$ cat src/rtl/line_fill_pkg.sv
package line_fill_pkg;
  localparam int BEAT_W      = 64;
  localparam int LINE_BEATS  = 4;
  localparam int BEAT_IDX_W  = $clog2(LINE_BEATS);
  localparam int LINE_W      = BEAT_W * LINE_BEATS;

  typedef enum logic [1:0] {
    ST_IDLE   = 2'd0,
    ST_FILL   = 2'd1,
    ST_COMMIT = 2'd2
  } fillState_t;

  typedef enum logic [1:0] {
    COH_INV  = 2'b00,
    COH_EXCL = 2'b10,
    COH_MOD  = 2'b11
  } cohState_t;

  // strobes from control to datapath
  typedef struct packed {
    logic                  latchReq;
    logic                  loadBeat;
    logic [BEAT_IDX_W-1:0] beatNum;
  } fillStrobe_t;
endpackage

$ cat src/rtl/line_fill_ctrl.sv
module line_fill_ctrl
  import line_fill_pkg::*;
(
  input  logic        clk,
  input  logic        rstN,
  input  logic        reqValid,
  input  logic        busValid,
  input  logic        busErr,
  output fillStrobe_t strobes,
  output logic        busy,
  output logic        fwdValid,
  output logic        fwdErr,
  output logic        arrWrEn,
  output logic        lsuHold,
  output logic        lineDone
);
  localparam logic [BEAT_IDX_W-1:0] LAST_BEAT = BEAT_IDX_W'(LINE_BEATS - 1);

  fillState_t            state;
  logic [BEAT_IDX_W-1:0] beatCnt;
  logic                  doneQ;
  logic                  goodBeat;
  logic                  badBeat;

  assign goodBeat = (state == ST_FILL) && busValid && !busErr;
  assign badBeat  = (state == ST_FILL) && busValid && busErr;

  always_ff @(posedge clk) begin
    if (!rstN) begin
      state   <= ST_IDLE;
      beatCnt <= '0;
      doneQ   <= 1'b0;
    end else begin
      doneQ <= (state == ST_COMMIT);
      case (state)
        ST_IDLE: begin
          if (reqValid) begin
            state   <= ST_FILL;
            beatCnt <= '0;
          end
        end
        ST_FILL: begin
          if (badBeat) begin
            state <= ST_IDLE;
          end else if (goodBeat) begin
            beatCnt <= beatCnt + 1'b1;
            if (beatCnt == LAST_BEAT) state <= ST_COMMIT;
          end
        end
        ST_COMMIT: state <= ST_IDLE;
        default:   state <= ST_IDLE;
      endcase
    end
  end

  always_comb begin
    strobes.latchReq = (state == ST_IDLE) && reqValid;
    strobes.loadBeat = goodBeat;
    strobes.beatNum  = beatCnt;
  end

  assign busy     = (state != ST_IDLE);
  assign fwdValid = goodBeat && (beatCnt == '0);
  assign fwdErr   = badBeat;
  assign arrWrEn  = (state == ST_COMMIT);
  assign lsuHold  = arrWrEn;
  assign lineDone = doneQ;
endmodule

$ cat src/rtl/line_fill_dpath.sv
module line_fill_dpath
  import line_fill_pkg::*;
#(
  parameter int ADDR_W = 27,
  parameter int WAY_W  = 3
) (
  input  logic                  clk,
  input  logic                  rstN,
  input  fillStrobe_t           strobes,
  input  logic [ADDR_W-1:0]     reqLineAddr,
  input  logic [BEAT_IDX_W-1:0] reqDwIdx,
  input  logic [WAY_W-1:0]      reqWay,
  input  logic [BEAT_W-1:0]     busData,
  output logic [ADDR_W-1:0]     arrLineAddr,
  output logic [WAY_W-1:0]      arrWay,
  output logic [LINE_W-1:0]     arrData
);
  logic [ADDR_W-1:0]     lineAddrQ;
  logic [WAY_W-1:0]      wayQ;
  logic [BEAT_IDX_W-1:0] critQ;
  logic [BEAT_IDX_W-1:0] slotSel;

  always_ff @(posedge clk) begin
    if (!rstN) begin
      lineAddrQ <= '0;
      wayQ      <= '0;
      critQ     <= '0;
    end else if (strobes.latchReq) begin
      lineAddrQ <= reqLineAddr;
      wayQ      <= reqWay;
      critQ     <= reqDwIdx;
    end
  end

  // wrap-around slot: modulo by index width
  assign slotSel = critQ + strobes.beatNum;

  for (genvar s = 0; s < LINE_BEATS; s++) begin : g_slot
    logic [BEAT_W-1:0] slotQ;
    always_ff @(posedge clk) begin
      if (!rstN) begin
        slotQ <= '0;
      end else if (strobes.loadBeat && (slotSel == BEAT_IDX_W'(s))) begin
        slotQ <= busData;
      end
    end
    assign arrData[s*BEAT_W +: BEAT_W] = slotQ;
  end

  assign arrLineAddr = lineAddrQ;
  assign arrWay      = wayQ;
endmodule

$ cat src/rtl/line_fill_stage.sv
module line_fill_stage
  import line_fill_pkg::*;
#(
  parameter int ADDR_W = 27,
  parameter int WAY_W  = 3
) (
  input  logic                  clk,
  input  logic                  rstN,
  input  logic                  reqValid,
  input  logic [ADDR_W-1:0]     reqLineAddr,
  input  logic [BEAT_IDX_W-1:0] reqDwIdx,
  input  logic [WAY_W-1:0]      reqWay,
  output logic                  busy,
  input  logic                  busValid,
  input  logic                  busErr,
  input  logic [BEAT_W-1:0]     busData,
  output logic                  fwdValid,
  output logic                  fwdErr,
  output logic [BEAT_W-1:0]     fwdData,
  output logic                  arrWrEn,
  output logic [ADDR_W-1:0]     arrLineAddr,
  output logic [WAY_W-1:0]      arrWay,
  output logic [1:0]            arrState,
  output logic [LINE_W-1:0]     arrData,
  output logic                  lsuHold,
  output logic                  lineDone
);
  fillStrobe_t strobes;

  line_fill_ctrl ctrl_i (
    .clk      (clk),
    .rstN     (rstN),
    .reqValid (reqValid),
    .busValid (busValid),
    .busErr   (busErr),
    .strobes  (strobes),
    .busy     (busy),
    .fwdValid (fwdValid),
    .fwdErr   (fwdErr),
    .arrWrEn  (arrWrEn),
    .lsuHold  (lsuHold),
    .lineDone (lineDone)
  );

  line_fill_dpath #(.ADDR_W(ADDR_W), .WAY_W(WAY_W)) dpath_i (
    .clk         (clk),
    .rstN        (rstN),
    .strobes     (strobes),
    .reqLineAddr (reqLineAddr),
    .reqDwIdx    (reqDwIdx),
    .reqWay      (reqWay),
    .busData     (busData),
    .arrLineAddr (arrLineAddr),
    .arrWay      (arrWay),
    .arrData     (arrData)
  );

  assign fwdData  = busData;
  assign arrState = COH_EXCL;
endmodule

$ cat config.mk
export PLATFORM = sky130hd
export DESIGN_NAME = line_fill_stage
export DESIGN_NICKNAME = d
export VERILOG_FILES = /design/src/rtl/line_fill_pkg.sv /design/src/rtl/line_fill_ctrl.sv /design/src/rtl/line_fill_dpath.sv /design/src/rtl/line_fill_stage.sv
export SDC_FILE = /design/constraint.sdc
export NUM_CORES = 1
export LEC_CHECK = 0
export ABC_CLOCK_PERIOD_IN_PS = 2300
export CORE_MARGIN = 8
export CORE_UTILIZATION = 35
export CTS_BUF_LIST = sky130_fd_sc_hd__clkbuf_4 sky130_fd_sc_hd__clkbuf_8
export DETAILED_ROUTE_END_ITERATION = 16
export GPL_ROUTABILITY_DRIVEN = 1
export PLACE_DENSITY = 0.67
export SLEW_MARGIN = 20
export SYNTH_ARGS = -nofsm -noshare
export SYNTH_HDL_FRONTEND = slang
export SYNTH_HIERARCHICAL = 1
export SYNTH_SLANG_ARGS = --single-unit
$ cat constraint.sdc
create_clock -name clk -period 2.3 [get_ports clk]
set_input_delay 0.46 -clock clk [delete_from_list [all_inputs] [get_ports clk]]
set_output_delay 0.46 -clock clk [all_outputs]
set_load 0.005 [all_outputs]
==> impl_metrics.ini <==
[setup_path]
critPathLaunchType = input pin
crit_type = input pin to primary output
cp_max_fo = 3
cp_data_arrival_time_ns = 1.76
crit_path_end_kind = primary output
required_ns = 1.84

[yosys]
netlist.area_leader.share = 0.516
synth-seq-area-share = 0.516
post-synth-top-count-cell = nand2_1
synth_ff_type = dfxtp_1
synth-seq-cells = 293
yosys.cell_types.count = 27
synth_commonest_cells = nand2_1, dfxtp_1, mux2i_1
syn_nets = 1210
synth_top_area_cell = dfxtp_1
synthCells = 1106
synthTopCellsByArea = dfxtp_1, mux2i_1, nand2_1, buf_4, nor2b_1
ys_warn_count = 6
synth_edf_count = 0
syn_area_um2 = 11400
avgSynthCellArea_um2 = 10.3
async_flop_share = 0

[cts]
postCtsHoldBufs = 0
clk_path_buf_depth = 3
cts_root_buffer = clkbuf_8
clkLatencyLatePin_ns = 0.55
post_cts_buffers = 0
htree_levels = 2
cts_made_buffers = 49
cts_resized = 4
clk_transition_reported_paths_ns = 0.05
cts_tree = yes
numClockSinks = 293

[die]
die_y_um = 196
start_util = 0.352
io_pins = 459
die_w_um = 196
coreArea_um2 = 32300
die_area_um2 = 38500
rows = 66

[global_route]
antenna_found_initial = 0
grt_start_max_net_pins = 50
grt_overflow = 0
grtUsageTotal = 0.176
grt_pass1_wl_um = 54100
first_global_vias = 9168

[timing]
finalSetupViolations = 0
fin_tns_setup_ns = 0
post-route-min-period_ns = 2.22
fmax_mhz = 451
finalCritPeriodShare = 0.964
finClkSkew_ns = 0.0109
hold_viol_final = 0
rsz0062_at_grt = false
maxSlewViolCount = 0

[detailed_routing]
drc = 0
routedWlPerCell_um = 18.0
drt_pre_antenna_iters = 4
viasPerCell = 4.45
via_count = 8823
antenna_left = 0
postRouteWirelength_um = 35700
drt_iter0_drc = 266

[power]
p_comb_frac = 0.087
ir_drop_mv = 0.424
swShare = 0.230
intPower_mw = 8.43
power.total_mw = 11.0
p_sw_mw = 2.52
power_density_nw_per_um2 = 645
seq_power_share = 0.475
clkPwrFrac = 0.438
leakagePower_nw = 6.40

[placement]
gp_congestion = 0.786
dp_hpwl_um = 26500
dp_cells = 1893
port_buffers = 456

[layout]
fill_cells = 2928
final_nets = 1606
area_growth_syn_to_layout_pct = 49.1
seqCellArea_um2 = 5870
stdcell_count = 1981
multiInputGateArea_um2 = 4550
diodes = 0
layout-drive-gt1-share = 0.0819

[run]
max-cap-violations = 0

[run_status]
status = finished clean

[hold_path]
hold_path.class = input pin to flip-flop
metrics by stage:
stage,utilization,area [um2],setup WS [ns],hold WS (ns)
after floorplan,-,11400,0.509,0.451
after global placement,0.493,15900,0.00153,0.440
after detailed placement,0.493,15900,-0.0342,0.445
after CTS,0.525,17000,0.0886,0.291
after global routing,0.525,17000,0.0543,0.300
final,0.525,17000,0.0836,0.331
area by class of cell:
type                    instances  area share
clock buffers                  77      0.0584
repair buffers                483       0.291
well taps                     442      0.0326
inverters                       3    0.000664
flip-flops and latches        293       0.346
multi-input cells             672       0.268
clock inverters                11     0.00339
critical path, cell delays in order:
cell	delay, ns
clkdlybuf4s50_1	0.49
buf_4	0.12
and4b_1	0.18
clkdlybuf4s50_1	0.51
placed cells by master (no fill, tap or decap), drive strengths merged, types with 3 or more instances in the layout:
cell | synthesis | layout
mux2i | 289 | 289
nand2 | 324 | 324
ha | 3 | 3
nor2 | 5 | 5
clkbuf | 39 | 77
and3 | 3 | 3
dfxtp | 293 | 293
clkinv | 0 | 10
clkdlybuf4s50 | 0 | 454
nor2b | 33 | 33
inv | 3 | 3
buf | 99 | 28
kinds of logic after synthesis:
logic type | count (synthesis) | share of synthesized area
other | 2 | 0.000660
XOR/XNOR | 1 | 0.00209
flip-flops | 293 | 0.516
AO/OA/AOI/OAI | 3 | 0.00231
AND/OR/NAND/NOR | 374 | 0.136
adder cells (fa/ha/maj) | 3 | 0.00330
buffers and inverters | 141 | 0.0861
multiplexers | 289 | 0.254
per-layer routing:
layer / vias up / GRT usage / wire (um)
met2: 333 / 0.309 / 17300
met1: 4107 / 0.189 / 13700
met4: 0 / 0.0430 / 533
li1: 4349 / - / -
met3: 34 / 0.0829 / 4150
met5: - / 0 / 0
power by group through the flow:
stage | Combinational [mW] | Clock [mW] | Sequential [mW]
after floorplan | 0.428 | 0 | 5.32
after global placement | 0.962 | 0 | 5.31
after detailed placement | 0.965 | 0 | 5.31
after CTS | 0.970 | 4.95 | 5.20
after global routing | 1.03 | 5.22 | 5.21
final | 0.953 | 4.79 | 5.20
registers in the layout, summed over array words and instances, names as in the netlist:
signal / flops
dpath_i/g_slot.slotQ: 256
ctrl_i/state: 2
ctrl_i/beatCnt: 2
dpath_i/arrWay: 3
dpath_i/arrLineAddr: 27
ctrl_i/lineDone: 1
dpath_i/critQ: 2
final timing paths:
kind / from / end / slack, ns / depth (start not counted)
worst max register to register: ctrl_i/beatCnt[0]$_SDFFE_PN0P_ / dpath_i/g_slot[2].slotQ[20]$_SDFFE_PN0P_ / 0.34 / 5
worst max-delay path: busValid / fwdErr / 0.08 / 4
worst min register to register: dpath_i/g_slot[1].slotQ[54]$_SDFFE_PN0P_ / dpath_i/g_slot[1].slotQ[54]$_SDFFE_PN0P_ / 0.45 / 2
worst min-delay path: rstN / dpath_i/g_slot[2].slotQ[53]$_SDFFE_PN0P_ / 0.33 / 3
No activity file was read; power rests on OpenSTA's default activity.
